**src/rtl/colgrp_pkg.sv**
```systemverilog
package colgrp_pkg;

    parameter int GROUPS_DEF = 80;

    typedef enum logic {
        MODE_NORMAL = 1'b0,
        MODE_SCAN   = 1'b1
    } scan_mode_e;

    typedef struct packed {
        logic home;     // force pointer to group 0
        logic advance;  // move pointer one group on
    } ptr_step_t;

    // Decide what the pointer does on this edge.
    function automatic ptr_step_t step_of(input scan_mode_e cur,
                                          input logic strobe,
                                          input logic req);
        ptr_step_t s;
        s.home    = strobe && !req;
        s.advance = strobe && req && (cur == MODE_SCAN);
        return s;
    endfunction

endpackage

```
**src/rtl/colgrp_mode_ctl.sv**
```systemverilog
module colgrp_mode_ctl
    import colgrp_pkg::*;
(
    input  logic       clk,
    input  logic       rst,
    input  logic       frame_end,
    input  logic       scan_req,
    output scan_mode_e mode,
    output ptr_step_t  step
);

    scan_mode_e mode_q;

    // Mode is sampled only at a frame boundary.
    always_ff @(posedge clk) begin
        if (rst)
            mode_q <= MODE_NORMAL;
        else if (frame_end)
            mode_q <= scan_req ? MODE_SCAN : MODE_NORMAL;
    end

    assign mode = mode_q;
    assign step = step_of(mode_q, frame_end, scan_req);


    enter_scan_hold_chk: assert property (@(posedge clk) disable iff (rst)
        (frame_end && scan_req && mode_q == MODE_NORMAL) |-> !step.advance);

endmodule

```
**src/rtl/colgrp_ring.sv**
```systemverilog
module colgrp_ring
    import colgrp_pkg::*;
#(
    parameter int GROUPS = GROUPS_DEF
) (
    input  logic              clk,
    input  logic              rst,
    input  ptr_step_t         step,
    output logic [GROUPS-1:0] sel
);

    logic [GROUPS-1:0] sel_q;
    logic [GROUPS-1:0] sel_d;

    // Each bit takes its neighbour on advance; bit 0 closes the ring.
    for (genvar g = 0; g < GROUPS; g++) begin : g_bit
        if (g == 0) begin : g_head
            always_comb begin
                if (step.home)         sel_d[g] = 1'b1;
                else if (step.advance) sel_d[g] = sel_q[GROUPS-1];
                else                   sel_d[g] = sel_q[g];
            end
        end else begin : g_body
            always_comb begin
                if (step.home)         sel_d[g] = 1'b0;
                else if (step.advance) sel_d[g] = sel_q[g-1];
                else                   sel_d[g] = sel_q[g];
            end
        end
    end

    always_ff @(posedge clk) begin
        if (rst) sel_q <= GROUPS'(1);
        else     sel_q <= sel_d;
    end

    assign sel = sel_q;


    one_hot_chk: assert property (@(posedge clk) disable iff (rst)
        $countones(sel_q) == 1);


    ring_wrap_chk: assert property (@(posedge clk) disable iff (rst)
        (step.advance && !step.home && sel_q[GROUPS-1]) |=> sel_q[0]);

endmodule

```
**src/rtl/colgrp_index.sv**
```systemverilog
module colgrp_index
    import colgrp_pkg::*;
#(
    parameter int GROUPS = GROUPS_DEF,
    parameter int IDXW   = $clog2(GROUPS)
) (
    input  logic            clk,
    input  logic            rst,
    input  ptr_step_t       step,
    output logic [IDXW-1:0] idx
);

    localparam logic [IDXW-1:0] LAST = IDXW'(GROUPS - 1);

    logic [IDXW-1:0] idx_q;

    always_ff @(posedge clk) begin
        if (rst || step.home)
            idx_q <= '0;
        else if (step.advance)
            idx_q <= (idx_q == LAST) ? '0 : idx_q + 1'b1;
    end

    assign idx = idx_q;


    idx_range_chk: assert property (@(posedge clk) disable iff (rst)
        idx_q <= LAST);

endmodule

```
**src/rtl/colgrp_sel.sv**
```systemverilog
module colgrp_sel
    import colgrp_pkg::*;
#(
    parameter int GROUPS = GROUPS_DEF,
    parameter int IDXW   = $clog2(GROUPS)
) (
    input  logic              clk,
    input  logic              rst,
    input  logic              frame_end,
    input  logic              scan_req,
    output logic [GROUPS-1:0] grp_sel,
    output logic [IDXW-1:0]   grp_idx
);

    scan_mode_e mode;
    ptr_step_t  step;

    colgrp_mode_ctl u_mode (
        .clk       (clk),
        .rst       (rst),
        .frame_end (frame_end),
        .scan_req  (scan_req),
        .mode      (mode),
        .step      (step)
    );

    colgrp_ring #(.GROUPS(GROUPS)) u_ring (
        .clk  (clk),
        .rst  (rst),
        .step (step),
        .sel  (grp_sel)
    );

    colgrp_index #(.GROUPS(GROUPS), .IDXW(IDXW)) u_index (
        .clk  (clk),
        .rst  (rst),
        .step (step),
        .idx  (grp_idx)
    );


    hold_between_strobes_chk: assert property (@(posedge clk) disable iff (rst)
        !frame_end |=> ($stable(grp_sel) && $stable(grp_idx)));


    normal_home_chk: assert property (@(posedge clk) disable iff (rst)
        (frame_end && !scan_req) |=> (grp_sel[0] && grp_idx == '0));


    idx_matches_sel_chk: assert property (@(posedge clk) disable iff (rst)
        (int'(grp_idx) < GROUPS) && grp_sel[grp_idx]);


    reset_state_chk: assert property (@(posedge clk)
        $past(rst) |-> (grp_sel == GROUPS'(1) && grp_idx == '0 && mode == MODE_NORMAL));

endmodule

```
**config.mk**
```make
export PLATFORM = sky130hd
export DESIGN_NAME = colgrp_sel
export DESIGN_NICKNAME = d
export VERILOG_FILES = /design/src/rtl/colgrp_pkg.sv /design/src/rtl/colgrp_mode_ctl.sv /design/src/rtl/colgrp_ring.sv /design/src/rtl/colgrp_index.sv /design/src/rtl/colgrp_sel.sv
export SDC_FILE = /design/constraint.sdc
export NUM_CORES = 1
export LEC_CHECK = 0
export BUFFER_PORTS_ARGS = -buffer_cell sky130_fd_sc_hd__buf_2
export CAP_MARGIN = 20
export CORE_UTILIZATION = 48
export CTS_BUF_LIST = sky130_fd_sc_hd__clkbuf_8
export DETAILED_ROUTE_END_ITERATION = 6
export PLACE_DENSITY = 0.88
export SYNTH_ARGS = -nofsm -noshare
export SYNTH_HDL_FRONTEND = slang
export SYNTH_HIERARCHICAL = 1
export SYNTH_SLANG_ARGS = --single-unit
```
**constraint.sdc**
```tcl
create_clock -name clk -period 1.2 [get_ports clk]
set_input_delay 0.18 -clock clk [delete_from_list [all_inputs] [get_ports clk]]
set_output_delay 0.18 -clock clk [all_outputs]
set_load 0.02 [all_outputs]
```
After elaboration in Yosys (flattened, before gate mapping)
Index checks and enable logic that the tools add are counted.
{ "totals": {"ff_bits": 88, "input_bits": 4, "output_inout_bits": 87} }
{ "op_classes": {"add_sub_neg": 1, "n_eq_ne": 1, "n_mux": 2, "reduce_logical": 6} }
{ "op_table": {"columns": ["operator", "n"], "rows": [
  ["adder 7 x 1 -> 7 bit, second input constant", 1],
  ["equality test 7 bit, second input constant", 1],
  ["two-way mux 7 bit", 1],
  ["logical AND 1 bit", 3],
  ["OR reduction 2 bit", 1],
  ["zero test 1 bit", 1],
  ["logical OR 1 bit", 1],
  ["two-way mux 1 bit", 1]
]} }

Logic depth before layout (Yosys ltp)
Gate-level depths: netlist (run 1).
{ "logic_depth": {"word_depth": 3, "depth_mapped": 5} }

By module
Netlist (run 1), hierarchy kept.
{ "by_module_without_submodules": {"columns": ["module", "n_inst", "cells_per_inst", "area_per_inst_um2", "seq_area_each_um2"], "rows": [
  ["colgrp_ring", 1, 259, 2824.0, 1601.5],
  ["colgrp_index", 1, 36, 330.3, 140.1],
  ["colgrp_mode_ctl", 1, 5, 47.5, 20.0]
]} }

Least setup slack after synthesis (run 1)
Ideal clock, no wire load.
{ "synth_timing": {"path_kind": "flip-flop to flip-flop", "from": "register u_index.idx_q[0] (netlist: u_index/idx[0])", "to": "register u_index.idx_q[4] (netlist: u_index/idx[4])", "t_arrival_ns": 1.308, "required_time_ns": 1.130, "path_slack_ns": -0.178, "path_stages_with_launch": 5, "n_path_buf": 0, "synth_period_minus_slack_ns": 1.378, "cell_sequence": "dfxtp_1 -> ha_1 -> nand4_2 -> or3_1 -> a21oi_1"} }
{ "synth_via": {"elab_chain_cells": 2} }
{ "synth_rtl": {"columns": ["item", "line", "text"], "rows": [
  ["start: declaration", "colgrp_index.sv:15", "logic [IDXW-1:0] idx_q;"],
  ["start signal: assignment", "colgrp_index.sv:21", "idx_q <= (idx_q == LAST) ? '0 : idx_q + 1'b1;"],
  ["adder 7 x 1 -> 7 bit / equality test 7 bit (equally long branches)", "colgrp_index.sv:21", null],
  ["two-way mux 7 bit (*)", "colgrp_index.sv:21", null]
]} }
Mark *: on every way between the ends. The rest lies on a longest branch, timed or not.
A chain may end at the register's enable or synchronous reset.

==> results of run 1 <==
==> timing repair <==
item | CTS | global route
resized for setup | 7 | 30
hold endpoints to repair | 0 | 0
endpoints found under the setup margin | 79 | 89
setup buffers | 6 | 4
pin swaps | 3 | 2
gates cloned | 0 | 2
==> Yosys cell counts (2+ instances only) <==
cell      instances  area share (%)
or3_1             2            0.39
nor2b_1           4            0.78
dfxtp_1          88              55
xor2_1            2            0.55
nand4_2           2            0.78
buf_6             2            0.70
nor2_1           85              10
clkbuf_1          7            0.82
nand2_1           3            0.35
a21oi_1           3            0.47
o21ai_0           2            0.31
mux2i_1          81              25
buf_4             8             1.9
==> cell families (layout without fill, tap and decap cells) <==
group	after synthesis	in the layout
and+or+nand+nor	100	100
xor gates and xnor gates	3	3
AOI/OAI and AO/OA	8	8
muxes	81	81
buffers and inverters	19	141
adders and majority gates	1	1
DFF	88	88
==> power by group through the flow <==
stage               combinational, uW  sequential (uW)  clock, uW
floorplan                         130             2990          0
global placement                  185             2990          0
detailed placement                189             2990          0
CTS                               197             2920       2000
global route                      235             2920       2130
finish                            219             2920       1930
==> per-layer routing <==
| metal | wire length, um | global-route usage (%) | vias up |
|---|---|---|---|
| met1 | 2970 | 23.0 | 1204 |
| met4 | 40 | 6.16 | 0 |
| met3 | 251 | 4.85 | 4 |
| li1 | - | - | 1237 |
| met2 | 3460 | 31.5 | 60 |
| met5 | 0 | 0 | - |
==> flip-flops by register name (all words and copies together), names as in the netlist <==
register	cells
u_index/idx	7
u_mode/mode	1
u_ring/sel	80
==> area by class of cell <==
| class | instances | area, um^2 | area share, % |
|---|---|---|---|
| inverter | 1 | 3.75 | 0.0859 |
| clock buffer | 10 | 138 | 3.15 |
| sequential | 88 | 1780 | 40.7 |
| tap | 77 | 96.3 | 2.20 |
| timing repair buffer | 125 | 882 | 20.2 |
| multi-input combinational | 193 | 1420 | 32.5 |
| clock inverter | 5 | 48.8 | 1.12 |
==> path summary, 6_finish.rpt <==
kind | from | endpoint | slack [ns] | depth (start not counted)
max | u_mode/mode | u_ring/sel[30] | -0.09 | 5
min | rst | u_mode/mode | 0.04 | 2
max reg2reg | u_mode/mode | u_ring/sel[30] | -0.09 | 5
min reg2reg | u_mode/mode | u_mode/mode | 0.49 | 2
==> critical path: stages, from the launching register on <==
cell and delay [ns]:
dfxtp_2 0.33, and3_4 0.24, buf_12 0.18, buf_12 0.15, mux2i_1 0.22, nor2_1 0.05
==> per-stage QoR <==
stage                     util, %  power [uW]  cell area [um^2]  worst slack [ns]
after floorplan                 -        3120              3260           0.00194
after global placement       61.4        3170              3920           -0.0330
after detailed placement     61.4        3180              3920            -0.119
after CTS                    65.4        5110              4180           -0.0933
after global routing         68.4        5280              4370            -0.154
final                        68.4        5070              4370           -0.0926
==> impl_results.html, run 1 <==
<table>
<tr><th>Metric</th><th>Value</th></tr>
<tr><th colspan="2">Critical path</th></tr>
<tr><td>Arrival time worst endpoint</td><td>approximately 1.5 ns</td></tr>
<tr><td>CP required</td><td>around 1.4 ns</td></tr>
<tr><td>Peak fanout along the critical path</td><td>13</td></tr>
<tr><td>Kind of capture point of the worst setup path</td><td>flip-flop</td></tr>
<tr><td>Setup crit start kind</td><td>flip-flop</td></tr>
<tr><td>WS Path Type</td><td>flip-flop to flip-flop</td></tr>
<tr><th colspan="2">Placed design</th></tr>
<tr><td>Total placed cells including tap cells</td><td>472</td></tr>
<tr><td>Half-perimeter wire length of the detailed placement result</td><td>4560 um</td></tr>
<tr><td>Number of buffers inserted by port buffering</td><td>90</td></tr>
<tr><td>RePlAce Congestion</td><td>0.783</td></tr>
<tr><th colspan="2">Global route</th></tr>
<tr><td>Total congestion overflow</td><td>0</td></tr>
<tr><td>Via count of the first global-routing pass</td><td>2300</td></tr>
<tr><td>Antenna violations before repair</td><td>0</td></tr>
<tr><td>GRT Total Usage</td><td>18.6%</td></tr>
<tr><td>Maximum number of pins on one net before global-route repair</td><td>44</td></tr>
<tr><td>Wire length of the first global-routing pass</td><td>10600 um</td></tr>
<tr><th colspan="2">Logic synthesis</th></tr>
<tr><td>Post-synthesis register bit count</td><td>a little under 90</td></tr>
<tr><td>Dominant register cell in the synthesized netlist</td><td>dfxtp_1</td></tr>
<tr><td>Portion of netlist area occupied by mux cells</td><td>25.3%</td></tr>
<tr><td>Main combinational cell family by area after synthesis</td><td>multiplexers</td></tr>
<tr><td>Number of nets in the synthesized netlist</td><td>305</td></tr>
<tr><td>Simple-gate portion of the synthesized area</td><td>13.1%</td></tr>
<tr><td>Asr flop ratio synth</td><td>0%</td></tr>
<tr><td>Distinct cell type count of the synthesized netlist</td><td>24</td></tr>
<tr><td>Syn. warnings</td><td>6</td></tr>
<tr><td>Netlist Area Pre-Place</td><td>0.00320 mm^2</td></tr>
<tr><td>Share of the synthesized netlist area taken by xor and xnor gates</td><td>0.821%</td></tr>
<tr><td>Share of the synthesized area in compound gates (AO/OA/AOI/OAI)</td><td>1.64%</td></tr>
<tr><td>Adder-cell share of the synthesized area</td><td>0.391%</td></tr>
<tr><td>Number of enable flip-flop cells after synthesis</td><td>0</td></tr>
<tr><td>Synthesized instance count</td><td>300</td></tr>
<tr><td>Post-synthesis area per instance</td><td>10.7 um^2</td></tr>
<tr><td>Post-synthesis sequential area ratio</td><td>between 50% and 60%</td></tr>
<tr><th colspan="2">CTS</th></tr>
<tr><td>Buffer levels on the longest clock path</td><td>2</td></tr>
<tr><td>TritonCTS buffer count</td><td>9</td></tr>
<tr><td>Clock slew at the register clock pins of the worst setup and hold paths</td><td>around 0.08 ns</td></tr>
<tr><td>Depth of the CTS H-tree</td><td>3</td></tr>
<tr><td>Clock latency of the later-clocked register in the worst-skew pair</td><td>0.33 ns</td></tr>
<tr><td>Root buffer cell</td><td>clkbuf_8</td></tr>
<tr><td>Cts-stage hold buffer count</td><td>0</td></tr>
<tr><td>Clock tree from TritonCTS</td><td>done</td></tr>
<tr><td>Clock sink count</td><td>88</td></tr>
<tr><th colspan="2">Route</th></tr>
<tr><td>Number of remaining DRC errors</td><td>0</td></tr>
<tr><td>Routed Antenna Nets</td><td>0</td></tr>
<tr><td>Number of design-rule violations left by the first detailed-router iteration</td><td>110</td></tr>
<tr><td>Aggregate routed wire length</td><td>6720 um</td></tr>
<tr><td>Pre-Repair DR Iteration Count</td><td>5</td></tr>
<tr><td>Total number of vias</td><td>2505</td></tr>
<tr><td>Per-cell via count in the routed design</td><td>5.02</td></tr>
<tr><td>Final routed wire length divided by cell count</td><td>~13 um</td></tr>
<tr><th colspan="2">Timing</th></tr>
<tr><td>Setup clock skew after layout</td><td>0.00567 ns</td></tr>
<tr><td>Maximum operating frequency</td><td>0.774 GHz</td></tr>
<tr><td>Setup ws final</td><td>-0.0926 ns</td></tr>
<tr><td>Worst Hold Margin</td><td>0.0425 ns</td></tr>
<tr><td>Slew headroom</td><td>80.3%</td></tr>
<tr><td>Fraction of the cycle the final worst path needs</td><td>108%</td></tr>
<tr><td>RSZ-0062 raised after global routing</td><td>true</td></tr>
<tr><td>Hold violation total from the final report</td><td>0</td></tr>
<tr><td>Final Critical Period</td><td>1.29 ns</td></tr>
<tr><td>Final-layout setup total negative slack</td><td>-2.99 ns</td></tr>
<tr><td>Final Setup Violations</td><td>82</td></tr>
<tr><td>Actual transition at the worst max-transition pin</td><td>0.294 ns</td></tr>
<tr><td>Max-slew violations</td><td>0</td></tr>
<tr><th colspan="2">Pwr</th></tr>
<tr><td>Logic pwr share</td><td>4.3%</td></tr>
<tr><td>Clock network fraction of design power</td><td>38.1%</td></tr>
<tr><td>Power per standard cell area</td><td>1160 mW/mm^2</td></tr>
<tr><td>Net load switching power</td><td>1060 uW</td></tr>
<tr><td>Static leakage</td><td>0.00186 uW</td></tr>
<tr><td>Internal power consumption</td><td>4010 uW</td></tr>
<tr><td>Power share of the sequential group</td><td>57.5%</td></tr>
<tr><td>Worst supply voltage drop on vdd</td><td>0.000766 V</td></tr>
<tr><td>Switching Share</td><td>about a fifth</td></tr>
<tr><th colspan="2">Layout</th></tr>
<tr><td>Fin cells</td><td>between 400 and 500</td></tr>
<tr><td>Most used cells in the layout excluding fill and tap cells</td><td>86 x buf_2, 85 x nor2_1, 81 x dfxtp_1</td></tr>
<tr><td># fillers</td><td>489</td></tr>
<tr><td>Inserted Diodes</td><td>0</td></tr>
<tr><td>Most common library cell in the layout ignoring fill and taps</td><td>buf_2</td></tr>
<tr><td>Fraction of final layout cells with drive strength greater than 1</td><td>38.4%</td></tr>
<tr><td>Area grow syn2layout</td><td>36.5%</td></tr>
<tr><td>Count of nets after finishing</td><td>423</td></tr>
<tr><th colspan="2">Floorplanning</th></tr>
<tr><td>Io pins</td><td>91</td></tr>
<tr><td>Number of rows created at floorplan</td><td>29</td></tr>
<tr><td>Total die area</td><td>0.00700 mm^2</td></tr>
<tr><td>Die width</td><td>about 84 um</td></tr>
<tr><td>Area of the placeable core</td><td>between 0.006 and 0.007 mm^2</td></tr>
<tr><td>Initial core utilization</td><td>approximately 50%</td></tr>
<tr><td>Die Ht</td><td>approximately 84 um</td></tr>
<tr><th colspan="2">Status</th></tr>
<tr><td>Outcome</td><td>complete, but fails checks</td></tr>
<tr><td>Failing checks</td><td>setup timing</td></tr>
<tr><th colspan="2">Job</th></tr>
<tr><td>Max_cap viols</td><td>0</td></tr>
<tr><th colspan="2">Hold path</th></tr>
<tr><td>Type of the tightest min-delay check</td><td>primary input to flip-flop</td></tr>
</table>
Note: power is estimated with default switching activity, not from simulation.
==> run 2, diff against run 1 <==
--- a/config.mk
+++ b/config.mk
@@ -5,12 +5,13 @@
 export SDC_FILE = /design/constraint.sdc
 export NUM_CORES = 1
 export LEC_CHECK = 0
+export ABC_AREA = 1
 export BUFFER_PORTS_ARGS = -buffer_cell sky130_fd_sc_hd__buf_2
 export CAP_MARGIN = 20
-export CORE_UTILIZATION = 48
+export CORE_UTILIZATION = 50
 export CTS_BUF_LIST = sky130_fd_sc_hd__clkbuf_8
 export DETAILED_ROUTE_END_ITERATION = 6
-export PLACE_DENSITY = 0.88
+export PLACE_DENSITY = 0.89
 export SYNTH_ARGS = -nofsm -noshare
 export SYNTH_HDL_FRONTEND = slang
 export SYNTH_HIERARCHICAL = 1
==> impl_results.html, run 2 <==
<table>
<tr><th>Metric</th><th>Value</th></tr>
<tr><th colspan="2">Logic synthesis</th></tr>
<tr><td>Post-synthesis sequential area ratio</td><td>47.5% (-7.5 points)</td></tr>
<tr><td>Netlist Area Pre-Place</td><td>0.00371 mm^2 (+16%)</td></tr>
<tr><td>Most area-hungry cell type in the Yosys netlist</td><td>dfxtp_1</td></tr>
<tr><td>Synth top area share</td><td>47.5% (-7.5 points)</td></tr>
<tr><td>Number of enable flip-flop cells after synthesis</td><td>0 (unchanged)</td></tr>
<tr><td>Most frequent cells after synthesis</td><td>173 x nand2_1, 166 x nor2_1, 88 x dfxtp_1</td></tr>
<tr><td>Post-synthesis area per instance</td><td>6.59 um^2 (-38%)</td></tr>
<tr><td>Distinct cell type count of the synthesized netlist</td><td>20 (-17%)</td></tr>
<tr><td>Biggest area contributors in the synthesized netlist</td><td>dfxtp_1 48%, nand2_1 18%, nor2_1 17%, inv_1 8.7%, buf_6 3.0%</td></tr>
<tr><td>Dominant register cell in the synthesized netlist</td><td>dfxtp_1</td></tr>
<tr><td>Syn. warnings</td><td>6 (unchanged)</td></tr>
<tr><td>Synthesized instance count</td><td>563 (+88%)</td></tr>
<tr><td>Number of nets in the synthesized netlist</td><td>568 (+86%)</td></tr>
<tr><td>Asr flop ratio synth</td><td>0% (unchanged)</td></tr>
<tr><td>Post-synthesis register bit count</td><td>88 (unchanged)</td></tr>
<tr><td>Most repeated cell in the gate-level netlist after synthesis</td><td>nand2_1</td></tr>
<tr><th colspan="2">Route</th></tr>
<tr><td>Final routed wire length divided by cell count</td><td>10.9 um (-19%)</td></tr>
<tr><td>Number of design-rule violations left by the first detailed-router iteration</td><td>157 (+43%)</td></tr>
<tr><td>Total number of vias</td><td>3422 (+37%)</td></tr>
<tr><td>Number of remaining DRC errors</td><td>0 (unchanged)</td></tr>
<tr><td>Pre-Repair DR Iteration Count</td><td>4 (-1)</td></tr>
<tr><td>Routed Antenna Nets</td><td>0 (unchanged)</td></tr>
<tr><td>Per-cell via count in the routed design</td><td>4.53 (-9.7%)</td></tr>
<tr><td>Aggregate routed wire length</td><td>8240 um (+23%)</td></tr>
<tr><th colspan="2">Placed design</th></tr>
<tr><td>Total placed cells including tap cells</td><td>731 (+55%)</td></tr>
<tr><td>RePlAce Congestion</td><td>0.773 (-1.3%)</td></tr>
<tr><td>Half-perimeter wire length of the detailed placement result</td><td>4840 um (+6.1%)</td></tr>
<tr><td>Number of buffers inserted by port buffering</td><td>90 (unchanged)</td></tr>
<tr><td>Post-placement setup slack</td><td>-0.0261 ns (+0.0932 ns)</td></tr>
<tr><th colspan="2">Timing</th></tr>
<tr><td>Maximum operating frequency</td><td>0.826 GHz (+6.7%)</td></tr>
<tr><td>Setup clock skew after layout</td><td>0.00838 ns (+0.00271 ns)</td></tr>
<tr><td>RSZ-0062 raised after global routing</td><td>true</td></tr>
<tr><td>Final Setup Violations</td><td>2 (-98%)</td></tr>
<tr><td>Fraction of the cycle the final worst path needs</td><td>101% (-6.8 points)</td></tr>
<tr><td>Actual transition at the worst max-transition pin</td><td>0.258 ns (-0.0361 ns)</td></tr>
<tr><td>Final Critical Period</td><td>1.21 ns (-0.0815 ns)</td></tr>
<tr><td>Hold violation total from the final report</td><td>0 (unchanged)</td></tr>
<tr><td>Slew headroom</td><td>82.7% (+2.4 points)</td></tr>
<tr><td>Worst Hold Margin</td><td>0.121 ns (+0.0788 ns)</td></tr>
<tr><td>Setup ws final</td><td>-0.0111 ns (+0.0815 ns)</td></tr>
<tr><td>Max-slew violations</td><td>0 (unchanged)</td></tr>
<tr><th colspan="2">Global route</th></tr>
<tr><td>Wire length of the first global-routing pass</td><td>11600 um (+9.1%)</td></tr>
<tr><td>Total congestion overflow</td><td>0 (unchanged)</td></tr>
<tr><td>Global routing usage on met3</td><td>6.41% (+1.6 points)</td></tr>
<tr><td>Global-route layer with the greatest usage</td><td>met2</td></tr>
<tr><td>GR met1 Demand/Resource</td><td>21.4% (-1.6 points)</td></tr>
<tr><td>GRT Total Usage</td><td>18.9% (+0.36 points)</td></tr>
<tr><td>Antenna violations before repair</td><td>0 (unchanged)</td></tr>
<tr><td>Maximum number of pins on one net before global-route repair</td><td>82 (+86%)</td></tr>
<tr><td>Via count of the first global-routing pass</td><td>2762 (+20%)</td></tr>
<tr><td>Global-route track usage on met2</td><td>33.6% (+2.1 points)</td></tr>
<tr><th colspan="2">Floorplanning</th></tr>
<tr><td>Area of the placeable core</td><td>0.00721 mm^2 (+13%)</td></tr>
<tr><td>Die Ht</td><td>88.1 um (+5.3%)</td></tr>
<tr><td>Total die area</td><td>0.00777 mm^2 (+11%)</td></tr>
<tr><td>Die width</td><td>88.1 um (+5.3%)</td></tr>
<tr><td>Number of rows created at floorplan</td><td>31 (+6.9%)</td></tr>
<tr><td>Io pins</td><td>91 (unchanged)</td></tr>
<tr><td>Initial core utilization</td><td>51.4% (+1.3 points)</td></tr>
<tr><th colspan="2">Critical path</th></tr>
<tr><td>WS Path Type</td><td>flip-flop to flip-flop</td></tr>
<tr><td>Kind of capture point of the worst setup path</td><td>flip-flop</td></tr>
<tr><td>Crit Reg-Reg Startpoint</td><td>u_mode/mode</td></tr>
<tr><td>Arrival time worst endpoint</td><td>1.45 ns (-0.07 ns)</td></tr>
<tr><td>Peak fanout along the critical path</td><td>21 (+8)</td></tr>
<tr><td>Setup crit start kind</td><td>flip-flop</td></tr>
<tr><td>Worst setup path startpoint</td><td>u_mode/mode</td></tr>
<tr><td>CP required</td><td>1.43 ns (about the same)</td></tr>
<tr><th colspan="2">Layout</th></tr>
<tr><td>Final core area utilization</td><td>63.7% (-4.7 points)</td></tr>
<tr><td># fillers</td><td>636 (+30%)</td></tr>
<tr><td>Count of nets after finishing</td><td>656 (+55%)</td></tr>
<tr><td>Area grow syn2layout</td><td>23.9%</td></tr>
<tr><td>Most used cells in the layout excluding fill and tap cells</td><td>168 x nand2_1, 165 x nor2_1, 90 x buf_2</td></tr>
<tr><td>Inserted Diodes</td><td>0 (unchanged)</td></tr>
<tr><td>Fin cells</td><td>755 (+51%)</td></tr>
<tr><td>Sequential cell area</td><td>0.00177 mm^2 (-0.77%)</td></tr>
<tr><td>Area of the multi-input gates</td><td>0.00145 mm^2 (+2.2%)</td></tr>
<tr><td>Fraction of final layout cells with drive strength greater than 1</td><td>21.3% (-17 points)</td></tr>
<tr><td>Largest register FFs</td><td>80 (unchanged)</td></tr>
<tr><td>Most common library cell in the layout ignoring fill and taps</td><td>nand2_1</td></tr>
<tr><th colspan="2">CTS</th></tr>
<tr><td>Clock latency of the later-clocked register in the worst-skew pair</td><td>0.34 ns (about the same)</td></tr>
<tr><td>TritonCTS buffer count</td><td>9 (unchanged)</td></tr>
<tr><td>Depth of the CTS H-tree</td><td>3 (unchanged)</td></tr>
<tr><td>Buffer levels on the longest clock path</td><td>2 (unchanged)</td></tr>
<tr><td>Clock sink count</td><td>88 (unchanged)</td></tr>
<tr><td>Clock slew at the register clock pins of the worst setup and hold paths</td><td>0.09 ns (about the same)</td></tr>
<tr><td>Clock tree from TritonCTS</td><td>done</td></tr>
<tr><td>Cts-stage hold buffer count</td><td>0 (unchanged)</td></tr>
<tr><td>Root buffer cell</td><td>clkbuf_8</td></tr>
<tr><th colspan="2">Pwr</th></tr>
<tr><td>Static leakage</td><td>0.00203 uW (+9.2%)</td></tr>
<tr><td>Power per standard cell area</td><td>1270 mW/mm^2 (+9.7%)</td></tr>
<tr><td>Worst supply voltage drop on vdd</td><td>0.000624 V (-19%)</td></tr>
<tr><th colspan="2">Hold path</th></tr>
<tr><td>Type of the tightest min-delay check</td><td>primary input to flip-flop</td></tr>
<tr><td>Hold path startpoint</td><td>frame_end</td></tr>
<tr><th colspan="2">Status</th></tr>
<tr><td>Failing checks</td><td>setup timing</td></tr>
<tr><td>Outcome</td><td>complete, but fails checks</td></tr>
<tr><th colspan="2">Job</th></tr>
<tr><td>Max_cap viols</td><td>0 (unchanged)</td></tr>
</table>
## run 2: worst max-delay path, stage by stage (launching register included)
cell and delay (ns):
dfxtp_2 0.34, and3_4 0.23, buf_12 0.16, buf_16 0.16, xnor2_1 0.14, nor2_1 0.07
## run 2: where the power goes
| group | total (uW) | internal, uW | switching (uW) |
|---|---|---|---|
| sequential | 3040 | 2990 | 51.7 |
| clock | 2220 | 1180 | 1040 |
| combinational | 587 | 221 | 365 |
## run 2: path summary, 6_finish.rpt
path                                  endpoint  slack [ns]  cells past startpoint
worst max-delay path            u_index/idx[0]       -0.01                      5
worst min-delay path               u_mode/mode        0.12                      3
worst max register to register  u_index/idx[0]       -0.01                      5
worst min register to register  u_ring/sel[52]        0.49                      2
## run 2: timing repair
action	4_1_cts	5_1_grt
buffers inserted	0	2
pin swaps	0	3
endpoints found under the setup margin	45	86
cloned	0	6
gates resized for setup	1	13
## run 2: layout make-up
class | count | area share, %
Inverter | 88 | 7.19
Tap cell | 99 | 2.70
Multi-Input combinational cell | 361 | 31.6
Sequential cell | 88 | 38.4
Clock buffer | 9 | 2.70
Clock inverter | 7 | 2.07
Timing Repair Buffer | 103 | 15.3
## run 2: per-stage QoR
stage | instance area, um^2 | power (uW) | TNS, ns
floorplan | 3710 | 3510 | 0
global placement | 4180 | 3620 | 0
detailed placement | 4180 | 3640 | -0.0661
CTS | 4400 | 5870 | -0.446
global route | 4600 | 6130 | -0.632
finish | 4600 | 5850 | -0.0204
## run 2: metal layers
layer  part of all wire [%]  wire length [um]
met1                     45              3700
met2                     49              4050
met3                    5.1               420
met4                   0.85                70
met5                      0                 0
## run 2: kinds of logic (layout without fill, tap and decap cells)
group / Yosys count / count (layout) / synth area share [%]
compound gates: 7 / 7 / 1.21
xor+xnor: 1 / 1 / 0.236
fa+ha+maj: 1 / 1 / 0.337
buf+inv: 114 / 207 / 14.2
flops: 88 / 88 / 47.5
simple gates: 352 / 352 / 36.5
==> run 3, diff against run 2 <==
--- a/config.mk
+++ b/config.mk
@@ -11,6 +11,7 @@
 export CORE_UTILIZATION = 50
 export CTS_BUF_LIST = sky130_fd_sc_hd__clkbuf_8
 export DETAILED_ROUTE_END_ITERATION = 6
+export GPL_TIMING_DRIVEN = 0
 export PLACE_DENSITY = 0.89
 export SYNTH_ARGS = -nofsm -noshare
 export SYNTH_HDL_FRONTEND = slang
==> impl_results.html, run 3 (synthesis gave the netlist of run 2 again) <==
<table>
<tr><th>Metric</th><th>Value</th></tr>
<tr><th colspan="2">Status</th></tr>
<tr><td>Outcome</td><td>complete, but fails checks</td></tr>
<tr><td>Failing checks</td><td>setup timing</td></tr>
<tr><th colspan="2">Pwr</th></tr>
<tr><td>Post-route total power</td><td>6190 uW (+5.8%)</td></tr>
<tr><td>Power per standard cell area</td><td>1250 mW/mm^2 (-1.9%)</td></tr>
<tr><td>Static leakage</td><td>0.00221 uW (+9.1%)</td></tr>
<tr><td>Worst supply voltage drop on vdd</td><td>0.000651 V (+4.4%)</td></tr>
<tr><th colspan="2">Timing</th></tr>
<tr><td>Final Setup Violations</td><td>4 (+2)</td></tr>
<tr><td>Slew headroom</td><td>71.0% (-12 points)</td></tr>
<tr><td>Fraction of the cycle the final worst path needs</td><td>103% (+2.0 points)</td></tr>
<tr><td>Max-slew violations</td><td>0 (unchanged)</td></tr>
<tr><td>Setup clock skew after layout</td><td>0.00536 ns (-0.00303 ns)</td></tr>
<tr><td>Worst Hold Margin</td><td>0.102 ns (-0.0189 ns)</td></tr>
<tr><td>Actual transition at the worst max-transition pin</td><td>0.434 ns (+0.176 ns)</td></tr>
<tr><td>Final Critical Period</td><td>1.24 ns (+0.0239 ns)</td></tr>
<tr><td>Hold violation total from the final report</td><td>0 (unchanged)</td></tr>
<tr><td>RSZ-0062 raised after global routing</td><td>true</td></tr>
<tr><td>Maximum operating frequency</td><td>0.810 GHz (-1.9%)</td></tr>
<tr><td>Setup ws final</td><td>-0.0350 ns (-0.0239 ns)</td></tr>
<tr><th colspan="2">CTS</th></tr>
<tr><td>TritonCTS buffer count</td><td>9 (unchanged)</td></tr>
<tr><td>Clock sink count</td><td>88 (unchanged)</td></tr>
<tr><td>Buffer levels on the longest clock path</td><td>2 (unchanged)</td></tr>
<tr><td>Clock slew at the register clock pins of the worst setup and hold paths</td><td>0.09 ns (about the same)</td></tr>
<tr><td>Root buffer cell</td><td>clkbuf_8</td></tr>
<tr><td>Clock latency of the later-clocked register in the worst-skew pair</td><td>0.35 ns (about the same)</td></tr>
<tr><td>Cts-stage hold buffer count</td><td>0 (unchanged)</td></tr>
<tr><td>Depth of the CTS H-tree</td><td>3 (unchanged)</td></tr>
<tr><td>Clock tree from TritonCTS</td><td>done</td></tr>
<tr><th colspan="2">Floorplanning</th></tr>
<tr><td>Initial core utilization</td><td>51.4% (unchanged)</td></tr>
<tr><td>Die width</td><td>88.1 um (unchanged)</td></tr>
<tr><td>Die Ht</td><td>88.1 um (unchanged)</td></tr>
<tr><td>Area of the placeable core</td><td>0.00721 mm^2 (unchanged)</td></tr>
<tr><td>Io pins</td><td>91 (unchanged)</td></tr>
<tr><td>Total die area</td><td>0.00777 mm^2 (unchanged)</td></tr>
<tr><td>Number of rows created at floorplan</td><td>31 (unchanged)</td></tr>
<tr><th colspan="2">Placed design</th></tr>
<tr><td>Half-perimeter wire length of the detailed placement result</td><td>5590 um (+16%)</td></tr>
<tr><td>RePlAce Congestion</td><td>0.748 (-3.2%)</td></tr>
<tr><td>Post-placement setup slack</td><td>-0.171 ns (-0.145 ns)</td></tr>
<tr><td>Post-detailed-placement cell area</td><td>0.00428 mm^2 (+2.4%)</td></tr>
<tr><td>Number of buffers inserted by port buffering</td><td>90 (unchanged)</td></tr>
<tr><th colspan="2">Layout</th></tr>
<tr><td>Inserted Diodes</td><td>0 (unchanged)</td></tr>
<tr><td>Fraction of final layout cells with drive strength greater than 1</td><td>31.0% (+9.6 points)</td></tr>
<tr><td># fillers</td><td>604 (-5.0%)</td></tr>
<tr><td>Largest register FFs</td><td>80 (unchanged)</td></tr>
<tr><td>Most used cells in the layout excluding fill and tap cells</td><td>155 x nand2_1, 131 x nor2_1, 98 x buf_2</td></tr>
<tr><td>Count of nets after finishing</td><td>678 (+3.4%)</td></tr>
<tr><td>Area grow syn2layout</td><td>33.7%</td></tr>
<tr><td>Area of the multi-input gates</td><td>0.00159 mm^2 (+9.1%)</td></tr>
<tr><td>Most common library cell in the layout ignoring fill and taps</td><td>nand2_1</td></tr>
<tr><td>Summed area of non-filler cells in the final layout</td><td>0.00496 mm^2 (+7.9%)</td></tr>
<tr><td>Sequential cell area</td><td>0.00177 mm^2 (+0.21%)</td></tr>
<tr><th colspan="2">Critical path</th></tr>
<tr><td>Kind of capture point of the worst setup path</td><td>flip-flop</td></tr>
<tr><td>Crit Reg-Reg Startpoint</td><td>u_mode/mode</td></tr>
<tr><td>Arrival time worst endpoint</td><td>1.48 ns (+0.03 ns)</td></tr>
<tr><td>CP required</td><td>1.44 ns (about the same)</td></tr>
<tr><td>WS Path Type</td><td>flip-flop to flip-flop</td></tr>
<tr><td>Reg2reg path depth</td><td>6 (+1)</td></tr>
<tr><td>Worst setup slack for register-to-register paths</td><td>-0.04 ns (-0.02 ns)</td></tr>
<tr><td>Setup crit start kind</td><td>flip-flop</td></tr>
<tr><td>Peak fanout along the critical path</td><td>10 (-52%)</td></tr>
<tr><td>RR Endpoint</td><td>u_ring/sel[71]</td></tr>
<tr><th colspan="2">Route</th></tr>
<tr><td>Number of design-rule violations left by the first detailed-router iteration</td><td>103 (-34%)</td></tr>
<tr><td>Total number of vias</td><td>3508 (+2.5%)</td></tr>
<tr><td>Aggregate routed wire length</td><td>8580 um (+4.1%)</td></tr>
<tr><td>Pre-Repair DR Iteration Count</td><td>4 (unchanged)</td></tr>
<tr><td>Routed length on met3</td><td>463 um (+10%)</td></tr>
<tr><td>Routed met1 length</td><td>3750 um (+1.2%)</td></tr>
<tr><td>Final routed wire length divided by cell count</td><td>11.0 um (+1.2%)</td></tr>
<tr><td>Per-cell via count in the routed design</td><td>4.51 (-0.39%)</td></tr>
<tr><td>Sum of met2 wire segment lengths after detailed routing</td><td>4300 um (+6.3%)</td></tr>
<tr><td>Number of remaining DRC errors</td><td>0 (unchanged)</td></tr>
<tr><td>Routed Antenna Nets</td><td>0 (unchanged)</td></tr>
<tr><td>Uppermost layer routed</td><td>met4</td></tr>
<tr><th colspan="2">Global route</th></tr>
<tr><td>Via count of the first global-routing pass</td><td>3101 (+12%)</td></tr>
<tr><td>Wire length of the first global-routing pass</td><td>13100 um (+13%)</td></tr>
<tr><td>Maximum number of pins on one net before global-route repair</td><td>17 (-79%)</td></tr>
<tr><td>GRT Total Usage</td><td>21.4% (+2.5 points)</td></tr>
<tr><td>Total congestion overflow</td><td>0 (unchanged)</td></tr>
<tr><td>Antenna violations before repair</td><td>0 (unchanged)</td></tr>
<tr><th colspan="2">Hold path</th></tr>
<tr><td>Type of the tightest min-delay check</td><td>primary input to flip-flop</td></tr>
<tr><td>WHS Endpoint</td><td>u_mode/mode</td></tr>
<tr><td>Hold path startpoint</td><td>frame_end</td></tr>
<tr><td>Hold-critical path depth</td><td>3 (unchanged)</td></tr>
<tr><th colspan="2">Job</th></tr>
<tr><td>Max_cap viols</td><td>0 (unchanged)</td></tr>
</table>
==> run 3: how the worst max path moves through the flow <==
| stage | start | to | slack [ns] | depth (start not counted) |
|---|---|---|---|---|
| 6_report | u_mode/mode | u_ring/sel[71] | -0.04 | 6 |
| 3_3_place_gp | frame_end | u_ring/sel[27] | -0.13 | 7 |
| 4_1_cts | u_mode/mode | u_ring/sel[71] | -0.02 | 6 |
| 3_5_place_dp | frame_end | u_ring/sel[44] | -0.17 | 7 |
| 5_1_grt | u_mode/mode | u_ring/sel[71] | -0.08 | 7 |
| 2_1_floorplan | u_index/idx[1] | u_index/idx[6] | 0.0008 | 6 |
==> run 3: repair_timing <==
item / in CTS / in global routing
pin swaps: 2 / 22
gates cloned: 0 / 6
gates resized for setup: 9 / 82
endpoints found under the setup margin: 82 / 86
buffers inserted: 3 / 0
==> run 3: metal layers <==
layer | vias to the layer above | global-route usage, %
li1 | 1827 | -
met1 | 1584 | 24.7
met2 | 90 | 38.5
met3 | 7 | 5.47
met4 | 0 | 7.33
met5 | - | 0
==> run 3: critical path, stage by stage (launching register included) <==
cell and delay (ns):
dfxtp_2 0.33, and3_4 0.16, buf_12 0.14, buf_12 0.14
buf_6 0.14, nor2_1 0.14, nor2_1 0.08
==> run 3: layout make-up <==
type,count,share of cell area [%]
Buffer,26,5.60
Clock buffer,9,2.50
Clock inverter,7,2.52
Inverter,88,6.66
Multi-Input combinational cell,361,32.0
Sequential cell,88,35.7
Tap cell,99,2.50
Timing Repair Buffer,99,12.6
==> run 3: where the power goes <==
part / internal (uW) / switching [uW] / leakage (uW)
combinational: 261 / 389 / 0.00137
sequential: 2990 / 56.5 / 0.000715
clock: 1410 / 1090 / 0.000125
total: 4660 / 1530 / 0.00221
==> run 3: metrics by stage <==
stage | setup TNS, ns | std cells | utilization, %
CTS | -0.184 | 771 | 63.5
detailed placement | -10.72 | 752 | 59.4
floorplan | 0 | 563 | -
global route | -1.64 | 777 | 68.7
finish | -0.0608 | 777 | 68.7
global placement | -9.62 | 752 | 59.4
